==> src/rtl/acc_gs_pkg.sv <==
package acc_gs_pkg;

    typedef enum logic [1:0] {
        RATE_1N   = 2'd0,
        RATE_WAIT = 2'd1,
        RATE_2N   = 2'd2
    } rate_e;

    typedef struct packed {
        logic act_l;
        logic row_l;
        logic col_l;
        logic wr_l;
    } ctl_t;

endpackage

==> src/rtl/acc_gs_decode.sv <==
module acc_gs_decode
    import acc_gs_pkg::*;
#(
    parameter int BANK_W = 2
) (
    input  logic              cs_l,
    input  ctl_t              ctl,
    input  logic              grp0,
    input  logic [BANK_W-1:0] bank,
    input  logic              en_bit,
    output logic              sel,
    output logic              mr3_wr,
    output logic              mr3_en
);
    localparam logic [BANK_W-1:0] MR3_BANK = BANK_W'(3);

    logic is_mrs;

    always_comb begin
        sel    = !cs_l;
        is_mrs = ctl.act_l && !ctl.row_l && !ctl.col_l && !ctl.wr_l;
        mr3_wr = sel && is_mrs && !grp0 && (bank == MR3_BANK);
        mr3_en = en_bit;
    end

endmodule

==> src/rtl/acc_gs_phase_ctrl.sv <==
module acc_gs_phase_ctrl
    import acc_gs_pkg::*;
(
    input  logic  clk,
    input  logic  rst_n,
    input  logic  sel,
    input  logic  mr3_wr,
    input  logic  mr3_en,
    output logic  accept,
    output rate_e rate_q,
    output logic  perr_q,
    output logic  mis_q
);
    typedef struct packed {
        rate_e rate;
        logic  phase;
        logic  cand;
        logic  long_run;
        logic  perr;
        logic  mis;
    } st_t;

    localparam st_t ST_RST = '{rate: RATE_1N, phase: 1'b0, cand: 1'b0,
                               long_run: 1'b0, perr: 1'b0, mis: 1'b0};

    st_t st_d, st_q;

    always_comb begin
        st_d      = st_q;
        st_d.perr = 1'b0;
        st_d.mis  = 1'b0;
        accept    = (st_q.rate == RATE_2N) ? (sel && st_q.phase) : sel;

        unique case (st_q.rate)
            RATE_1N: begin
                if (accept && mr3_wr && mr3_en) begin
                    st_d.rate     = RATE_WAIT;
                    st_d.cand     = 1'b0;
                    st_d.long_run = 1'b0;
                end
            end
            RATE_WAIT: begin
                if (mr3_wr) begin
                    st_d.rate     = mr3_en ? RATE_WAIT : RATE_1N;
                    st_d.cand     = 1'b0;
                    st_d.long_run = 1'b0;
                end else if (sel) begin
                    if (st_q.cand && !st_q.long_run) begin
                        st_d.perr     = 1'b1;
                        st_d.long_run = 1'b1;
                    end
                    st_d.cand = 1'b1;
                end else begin
                    if (st_q.cand && !st_q.long_run) begin
                        st_d.rate  = RATE_2N;
                        st_d.phase = 1'b1;
                    end
                    st_d.cand     = 1'b0;
                    st_d.long_run = 1'b0;
                end
            end
            RATE_2N: begin
                st_d.phase = !st_q.phase;
                if (sel && !st_q.phase) begin
                    st_d.mis = 1'b1;
                end
                if (accept && mr3_wr && !mr3_en) begin
                    st_d.rate  = RATE_1N;
                    st_d.phase = 1'b0;
                end
            end
            default: st_d = ST_RST;
        endcase
    end

    always_ff @(posedge clk or negedge rst_n) begin
        if (!rst_n) begin
            st_q <= ST_RST;
        end else begin
            st_q <= st_d;
        end
    end

    assign rate_q = st_q.rate;
    assign perr_q = st_q.perr;
    assign mis_q  = st_q.mis;


    perr_only_waiting_chk: assert property (@(posedge clk) disable iff (!rst_n)
        st_q.perr |-> st_q.rate == RATE_WAIT);


    mis_only_geared_chk: assert property (@(posedge clk) disable iff (!rst_n)
        st_q.mis |-> st_q.rate == RATE_2N);


    phase_alternates_chk: assert property (@(posedge clk) disable iff (!rst_n)
        (st_q.rate == RATE_2N && $past(st_q.rate) == RATE_2N && $past(rst_n))
            |-> st_q.phase != $past(st_q.phase));

endmodule

==> src/rtl/acc_gs_cmd_reg.sv <==
module acc_gs_cmd_reg
    import acc_gs_pkg::*;
#(
    parameter int GRP_W  = 2,
    parameter int BANK_W = 2,
    parameter int ADR_W  = 17
) (
    input  logic              clk,
    input  logic              rst_n,
    input  logic              accept,
    input  ctl_t              ctl,
    input  logic [GRP_W-1:0]  grp,
    input  logic [BANK_W-1:0] bank,
    input  logic [ADR_W-1:0]  adr,
    output logic              vld,
    output ctl_t              o_ctl,
    output logic [GRP_W-1:0]  o_grp,
    output logic [BANK_W-1:0] o_bank,
    output logic [ADR_W-1:0]  o_adr
);
    typedef struct packed {
        logic              vld;
        ctl_t              ctl;
        logic [GRP_W-1:0]  grp;
        logic [BANK_W-1:0] bank;
        logic [ADR_W-1:0]  adr;
    } oreg_t;

    oreg_t o_d, o_q;

    always_comb begin
        o_d     = o_q;
        o_d.vld = accept;
        if (accept) begin
            o_d.ctl  = ctl;
            o_d.grp  = grp;
            o_d.bank = bank;
            o_d.adr  = adr;
        end
    end

    always_ff @(posedge clk or negedge rst_n) begin
        if (!rst_n) begin
            o_q <= '0;
        end else begin
            o_q <= o_d;
        end
    end

    assign vld    = o_q.vld;
    assign o_ctl  = o_q.ctl;
    assign o_grp  = o_q.grp;
    assign o_bank = o_q.bank;
    assign o_adr  = o_q.adr;


    fields_hold_chk: assert property (@(posedge clk) disable iff (!rst_n)
        (!o_q.vld && $past(rst_n)) |-> $stable(o_q.adr));

endmodule

==> src/rtl/acc_gearsampler.sv <==
module acc_gearsampler
    import acc_gs_pkg::*;
#(
    parameter int GRP_W  = 2,
    parameter int ADR_W  = 17,
    parameter int GD_BIT = 3
) (
    input  logic             clk,
    input  logic             rst_n,
    input  logic             in_cs_l,
    input  logic             in_act_l,
    input  logic             in_row_l,
    input  logic             in_col_l,
    input  logic             in_wr_l,
    input  logic [GRP_W-1:0] in_grp,
    input  logic [1:0]       in_bank,
    input  logic [ADR_W-1:0] in_adr,
    output logic             out_vld,
    output logic             out_act_l,
    output logic             out_row_l,
    output logic             out_col_l,
    output logic             out_wr_l,
    output logic [GRP_W-1:0] out_grp,
    output logic [1:0]       out_bank,
    output logic [ADR_W-1:0] out_adr,
    output logic             half_rate,
    output logic             wait_sync,
    output logic             sync_err,
    output logic             off_phase_cmd
);
    localparam int BANK_W = 2;

    ctl_t  in_ctl, o_ctl;
    logic  sel, mr3_wr, mr3_en, accept;
    rate_e rate_q;

    assign in_ctl = '{act_l: in_act_l, row_l: in_row_l, col_l: in_col_l, wr_l: in_wr_l};

    acc_gs_decode #(.BANK_W(BANK_W)) i_decode (
        .cs_l   (in_cs_l),
        .ctl    (in_ctl),
        .grp0   (in_grp[0]),
        .bank   (in_bank),
        .en_bit (in_adr[GD_BIT]),
        .sel    (sel),
        .mr3_wr (mr3_wr),
        .mr3_en (mr3_en)
    );

    acc_gs_phase_ctrl i_ctrl (
        .clk    (clk),
        .rst_n  (rst_n),
        .sel    (sel),
        .mr3_wr (mr3_wr),
        .mr3_en (mr3_en),
        .accept (accept),
        .rate_q (rate_q),
        .perr_q (sync_err),
        .mis_q  (off_phase_cmd)
    );

    acc_gs_cmd_reg #(.GRP_W(GRP_W), .BANK_W(BANK_W), .ADR_W(ADR_W)) i_oreg (
        .clk    (clk),
        .rst_n  (rst_n),
        .accept (accept),
        .ctl    (in_ctl),
        .grp    (in_grp),
        .bank   (in_bank),
        .adr    (in_adr),
        .vld    (out_vld),
        .o_ctl  (o_ctl),
        .o_grp  (out_grp),
        .o_bank (out_bank),
        .o_adr  (out_adr)
    );

    assign out_act_l = o_ctl.act_l;
    assign out_row_l = o_ctl.row_l;
    assign out_col_l = o_ctl.col_l;
    assign out_wr_l  = o_ctl.wr_l;
    assign half_rate = (rate_q == RATE_2N);
    assign wait_sync = (rate_q == RATE_WAIT);


    full_rate_emit_chk: assert property (@(posedge clk) disable iff (!rst_n)
        (!in_cs_l && rate_q == RATE_1N) |=> out_vld);


    offphase_no_vld_chk: assert property (@(posedge clk) disable iff (!rst_n)
        off_phase_cmd |-> !out_vld);


    wait_from_1n_chk: assert property (@(posedge clk) disable iff (!rst_n)
        $rose(wait_sync) |-> $past(rate_q) == RATE_1N);


    lock_after_wait_chk: assert property (@(posedge clk) disable iff (!rst_n)
        $rose(half_rate) |-> ($past(wait_sync) && $past(in_cs_l)));

endmodule

==> config.mk <==
export PLATFORM = sky130hd
export DESIGN_NAME = acc_gearsampler
export DESIGN_NICKNAME = d
export VERILOG_FILES = /design/src/rtl/acc_gs_pkg.sv /design/src/rtl/acc_gs_decode.sv /design/src/rtl/acc_gs_phase_ctrl.sv /design/src/rtl/acc_gs_cmd_reg.sv /design/src/rtl/acc_gearsampler.sv
export SDC_FILE = /design/constraint.sdc
export NUM_CORES = 1
export LEC_CHECK = 0
export ABC_AREA = 0
export ABC_CLOCK_PERIOD_IN_PS = 1900
export CORE_ASPECT_RATIO = 0.9
export CORE_UTILIZATION = 40
export DETAILED_ROUTE_END_ITERATION = 7
export GPL_TIMING_DRIVEN = 0
export PLACE_DENSITY = 0.75
export SETUP_SLACK_MARGIN = 0.05
export SLEW_MARGIN = 15
export SYNTH_ARGS = -nofsm -noshare
export SYNTH_HDL_FRONTEND = slang
export SYNTH_HIERARCHICAL = 1
export SYNTH_SLANG_ARGS = --single-unit
==> constraint.sdc <==
create_clock -name clk -period 1.9 [get_ports clk]
set_clock_uncertainty 0.05 [all_clocks]
set_input_delay 0.38 -clock clk [delete_from_list [all_inputs] [get_ports clk]]
set_output_delay 0.38 -clock clk [all_outputs]
set_load 0.01 [all_outputs]
# Yosys cells after proc, flatten, opt, wreduce, memory -nomap -nowiden
# Cells that the tools add are included.
dict set report op_classes {
  muxes 20
  bitwise 2
  reduce_logical 25
  eq_ne 11
}
# cell count
set op_table {}
lappend op_table {{logical AND 1 bit} 12}
lappend op_table {{2-to-1 mux 2 bit} 6}
lappend op_table {{one-hot mux 2 bit (3 select lines)} 2}
lappend op_table {{2-to-1 mux 3 bit} 3}
lappend op_table {{zero test 1 bit} 8}
lappend op_table {{2-to-1 mux 1 bit} 8}
lappend op_table {{AND reduction 4 bit} 2}
lappend op_table {{inequality test 2 x 1 -> 1 bit, second input constant} 3}
lappend op_table {{equality test 2 bit, second input constant} 2}
lappend op_table {{inequality test 2 bit, second input constant} 2}
lappend op_table {{inequality test 4 x 2 -> 1 bit, second input constant} 1}
lappend op_table {{inequality test 3 x 1 -> 1 bit, second input constant} 1}
lappend op_table {{inequality test 3 x 2 -> 1 bit, second input constant} 1}
lappend op_table {{one-hot mux 1 bit (3 select lines)} 1}
lappend op_table {{AND reduction 3 bit} 1}
lappend op_table {{equality test 2 x 1 -> 1 bit, second input constant} 1}
lappend op_table {{zero test 2 bit} 1}
lappend op_table {{NOT 1 bit} 2}
lappend op_table {{AND reduction 2 bit} 1}
dict set report word_totals {
  output_inout_bits 30
  elab_cells 72
  ff_bits 33
  inputBits 28
}

# Longest topological paths before layout
dict set report depth {
  depth_word 11
  mapped_depth 7
  mapped_depth_nobuf 6
}

# By module
# Netlist, hierarchy kept.
# module area_each_um2 n_inst cells_per_inst
set by_module_without_submodules {}
lappend by_module_without_submodules {acc_gs_cmd_reg 1058.5 1 54}
lappend by_module_without_submodules {acc_gs_phase_ctrl 426.7 1 43}
lappend by_module_without_submodules {acc_gs_decode 31.3 1 5}
lappend by_module_without_submodules {acc_gearsampler 15.0 1 2}

# Worst setup path before layout
# OpenSTA, ideal clock, no wires.
dict set report synth_path {
  kind {input to register}
  start {input in_cs_l}
  end {register i_ctrl/st_q[4] (netlist name)}
  setup_slack_ps -48
  arrival_time_ps 1772
  cell_stages 5
  t_required_ps 1724
  setup_ps 126
  n_path_buf 0
  path_cell_list {or4_1 > nor2_1 > nor3_1 > mux2_1 > a221o_1}
}
dict set report synth_via {
  elab_chain_len 8
  word_cells_on_any_way 13
  cone_classes {eq/ne (2); mux (3); reduce/logical (8)}
}
# item line
set synth_rtl {}
lappend synth_rtl {{start, declared} acc_gearsampler.sv:10} ;# input logic in_cs_l,
lappend synth_rtl {{zero test 1 bit *} acc_gs_decode.sv:20} ;# sel = !cs_l;
lappend synth_rtl {{logical AND 1 bit * (3 in a row)} acc_gs_decode.sv:22} ;# mr3_wr = sel && is_mrs && !grp0 && (bank == MR3_BANK);
lappend synth_rtl {{net mr3_wr} acc_gearsampler.sv:34} ;# logic sel, mr3_wr, mr3_en, accept;
lappend synth_rtl {{logical AND 1 bit (2 in a row)} acc_gs_phase_ctrl.sv:67} ;# if (accept && mr3_wr && !mr3_en) begin
lappend synth_rtl {{2-to-1 mux 3 bit} acc_gs_phase_ctrl.sv:67}
lappend synth_rtl {{one-hot mux 1 bit (3 select lines)} acc_gs_phase_ctrl.sv:34} ;# unique case (st_q.rate)
lappend synth_rtl {{end signal, assigned} acc_gs_phase_ctrl.sv:80} ;# st_q <= st_d;
lappend synth_rtl {{end, declared} acc_gs_phase_ctrl.sv:26} ;# st_t st_d, st_q;
# The timed path passes the listed nets; every way through them passes the cells marked *. The select of a mux whose other input is x is not followed.
# A chain may end at the register's enable or synchronous reset.

# Worst setup path after layout
dict set report layout_path {
  start {input in_col_l}
  end {register i_ctrl.st_q (netlist bit i_ctrl/rate_q[0])}
}
dict set report layout_via {
  elab_chain_len 10
  word_cells_on_any_way 16
  cone_classes {eq/ne (4); mux (2); reduce/logical (10)}
}
# item line
set layout_rtl {}
lappend layout_rtl {{start, declared} acc_gearsampler.sv:13} ;# input logic in_col_l,
lappend layout_rtl {{zero test 1 bit *} acc_gs_decode.sv:21} ;# is_mrs = ctl.act_l && !ctl.row_l && !ctl.col_l && !ctl.wr_l;
lappend layout_rtl {{logical AND 1 bit * (2 in a row)} acc_gs_decode.sv:21}
lappend layout_rtl {{logical AND 1 bit * (3 in a row)} acc_gs_decode.sv:22}
lappend layout_rtl {{net mr3_wr} acc_gearsampler.sv:34}
lappend layout_rtl {{logical AND 1 bit} {acc_gs_phase_ctrl.sv:36, acc_gs_phase_ctrl.sv:67}}
lappend layout_rtl {{logical AND 1 bit (on tied branches)} {acc_gs_phase_ctrl.sv:67, acc_gs_phase_ctrl.sv:36}}
lappend layout_rtl {{inequality test 2 x 1 -> 1 bit (no line)} --}
lappend layout_rtl {{AND reduction 4 bit (no line)} --}
# The timed path passes the listed nets; every way through them passes the cells marked *.

==> flow_summary.json <==
{
  "fin_crit_sh": 0.979,
  "dpl.hpwl_um": 2480,
  "drc": 0,
  "diodes": 0,
  "worst_pin_slew_ns": 0.712,
  "crit_type": "primary input to register",
  "yosys.area.top_type": "dfrtp_1",
  "yosys-top-cells-count": "33 x dfrtp_1, 20 x mux2_4, 5 x mux2_2",
  "cp_cell_sequence": "buf_6 > or4_4 > nor2_4 > buf_6 > nand4b_1 > nand2_1 > nand3_2 > mux2_1",
  "holdWs_ns": 0.0956,
  "cp_max_fo": 3,
  "antenna_found_initial": 0,
  "post-route-util": 0.659,
  "final_cells": 217,
  "critPathMostFrequentCell": "buf_6",
  "busiest_layer": "met2",
  "drtPass1Iterations": 4,
  "use_met1": 0.222,
  "wl_per_cell_um": 15.9,
  "track_usage": 0.187,
  "yosysMostFrequentCell": "dfrtp_1",
  "grtUsageMet2": 0.316,
  "max_freq_mhz": 538,
  "slowest_delay_ns": 0.55,
  "grt.overflow.total": 0,
  "postSynthAreaPerCell_um2": 14.7,
  "numCtsBuffers": 5,
  "synth.top_cell.area_share": 0.539,
  "min_path_type": "primary input to async pin",
  "synth_area_leaders": "dfrtp_1 54%, mux2_4 20%, mux2_2 3.7%",
  "routed_wl_um": 3450,
  "reg2reg_from": "i_ctrl/rate_q[0]",
  "rsz0062_at_grt": "true",
  "clock_latency_ns": 0.28,
  "vias": 1054,
  "yosysSeqAreaShare": 0.539,
  "critPathSlowestCell": "or4_4",
  "start_util": 0.437,
  "worstSetupEndpoint": "i_ctrl/rate_q[0]",
  "synthArstFlopShare": 1.00,
  "drt_iter0_drc": 24,
  "ys.warnings.count": 6,
  "crit_required_ns": 2.02,
  "cp.arrival_ns": 1.98,
  "yosysUniqueCellTypes": 25,
  "ant_nets": 0,
  "gp_congestion": 0.731,
  "chipHeight_um": 60.7,
  "grt_pass1_wl_um": 5310,
  "core_um2": 3500,
  "num_io_pins": 58,
  "grt_pass1_vias": 1067,
  "die_area_um2": 4080,
  "area_growth_pct": 50.7,
  "portBuffers": 57,
  "max_cap_viol_count": 0,
  "hold_viol_final": 0,
  "die_w_um": 67.2,
  "peakVddDrop_mv": 0.620,
  "cts_tree": "built",
  "drive_gt1_frac": 0.347,
  "syn_inst": 104,
  "grtUsageMet3": 0.0583,
  "slew_viol_final": 0,
  "fin_crit_ns": 1.86,
  "maxSlewHeadroom": 0.525,
  "grt_max_degree": 34,
  "power_mw": 3.06,
  "crit_family": "simple AND/OR/NAND/NOR gates",
  "synth_nets": 136,
  "p_leak_nw": 1.04,
  "crit_path_end_kind": "register",
  "vias_per_cell": 4.86,
  "path_depth": 8,
  "clkSinkCount": 33,
  "root_buffer": "clkbuf_8",
  "layout.nets": 204,
  "num_rows": 20,
  "cp-start-kind": "primary input",
  "ff2ff_path_depth": 8,
  "rr_endpoint": "i_oreg/o_grp[1]",
  "ys_ff_latch": 33,
  "ys.flop_type": "dfrtp_1",
  "clock_path_buffers": 2,
  "crit_buf_inv": 2,
  "rrSetupSlack_ns": 0.14,
  "power_per_cell_area_nw_per_um2": 1330,
  "setup_violations": 0,
  "dp_cells": 205,
  "netlist_area_um2": 1530,
  "startpoint": "in_col_l",
  "htreeDepth": 2,
  "path_clk_slew_ns": 0.07,
  "synth_edf_count": 0,
  "outcome": "complete, no violations"
}
how the worst min path moves through the flow:
stage | from | endpoint | slack (ns)
3_5_place_dp | rst_n | i_oreg/o_grp[1] | 0.42
3_3_place_gp | i_oreg/o_adr[15] | i_oreg/o_adr[15] | 0.44
2_1_floorplan | rst_n | i_ctrl/mis_q | 0.03
4_1_cts | rst_n | i_oreg/o_grp[1] | 0.11
5_1_grt | rst_n | i_oreg/o_grp[1] | 0.15
6_report | rst_n | i_oreg/o_grp[1] | 0.1
timing repair:
| item | CTS | global route |
|---|---|---|
| pin swaps | 7 | 5 |
| gates resized for setup | 28 | 5 |
| buffers inserted | 4 | 0 |
| setup endpoints to repair | 7 | 22 |
| hold buffers | 0 | 0 |
cell type report:
class | count | area, um2
buffer | 6 | 73.8
clock buffer | 5 | 68.8
clock inverter | 3 | 17.5
fill | 271 | 1200
inverter | 4 | 15.0
multi-input combinational | 61 | 669
sequential | 33 | 826
tap | 44 | 55.1
timing repair buffer | 61 | 582
power by group:
group          switching [mW]  internal, mW  total [mW]
sequential              0.130         0.937        1.07
clock                   0.251         0.252       0.504
combinational           0.573         0.917        1.49
total                   0.955          2.11        3.06
metal layers:
layer,up-vias,routed length [um]
met5,-,0
met4,0,55
met3,7,199
met2,34,1780
met1,521,1410
li1,492,-
stage by stage:
stage	setup slack [ns]	TNS, ns	cell area (um2)
final	0.0400	0	2310
after detailed placement	-0.625	-5.04	2170
after CTS	0.0444	0	2290
after global routing	-0.0187	-0.0187	2310
after floorplan	0.0291	0	1550
after global placement	-0.551	-10.63	2170
state kept, by name, summed over array words and instances, names as in the netlist:
name	count
i_oreg/vld	1
i_ctrl/perr_q	1
i_ctrl/st_q	3
i_oreg/o_adr	17
i_oreg/o_bank	2
i_oreg/o_ctl	4
i_oreg/o_grp	2
i_ctrl/mis_q	1
i_ctrl/rate_q	2
cells by family after synthesis:
kind of cell | after synthesis | share of synthesized area
buf+inv | 10 | 0.0580
flops | 33 | 0.539
fa+ha+maj | 4 | 0.0327
compound gates | 7 | 0.0270
simple gates | 21 | 0.0817
mux | 29 | 0.261
cell usage in the layout (no fill, tap or decap), types with 2 or more instances in the layout:
| cell | netlist | layout |
|---|---|---|
| clkdlybuf4s50_1 | 0 | 46 |
| dfrtp_1 | 33 | 33 |
| mux2_4 | 20 | 22 |
| dlygate4sd2_1 | 0 | 6 |
| clkbuf_8 | 0 | 5 |
| buf_4 | 3 | 5 |
| mux2_2 | 5 | 5 |
| buf_6 | 1 | 4 |
| nor2b_1 | 4 | 3 |
| inv_1 | 4 | 3 |
| a21oi_1 | 3 | 3 |
| ha_1 | 4 | 3 |
| buf_2 | 0 | 3 |
| clkinv_2 | 0 | 2 |
| nand2b_1 | 2 | 2 |
| nand2_1 | 2 | 2 |
| nor2_1 | 3 | 2 |
| and2_1 | 2 | 2 |
| nand3_2 | 0 | 2 |
| nand4b_1 | 2 | 2 |
| buf_12 | 2 | 2 |
Power figures use the tool's default switching activity.
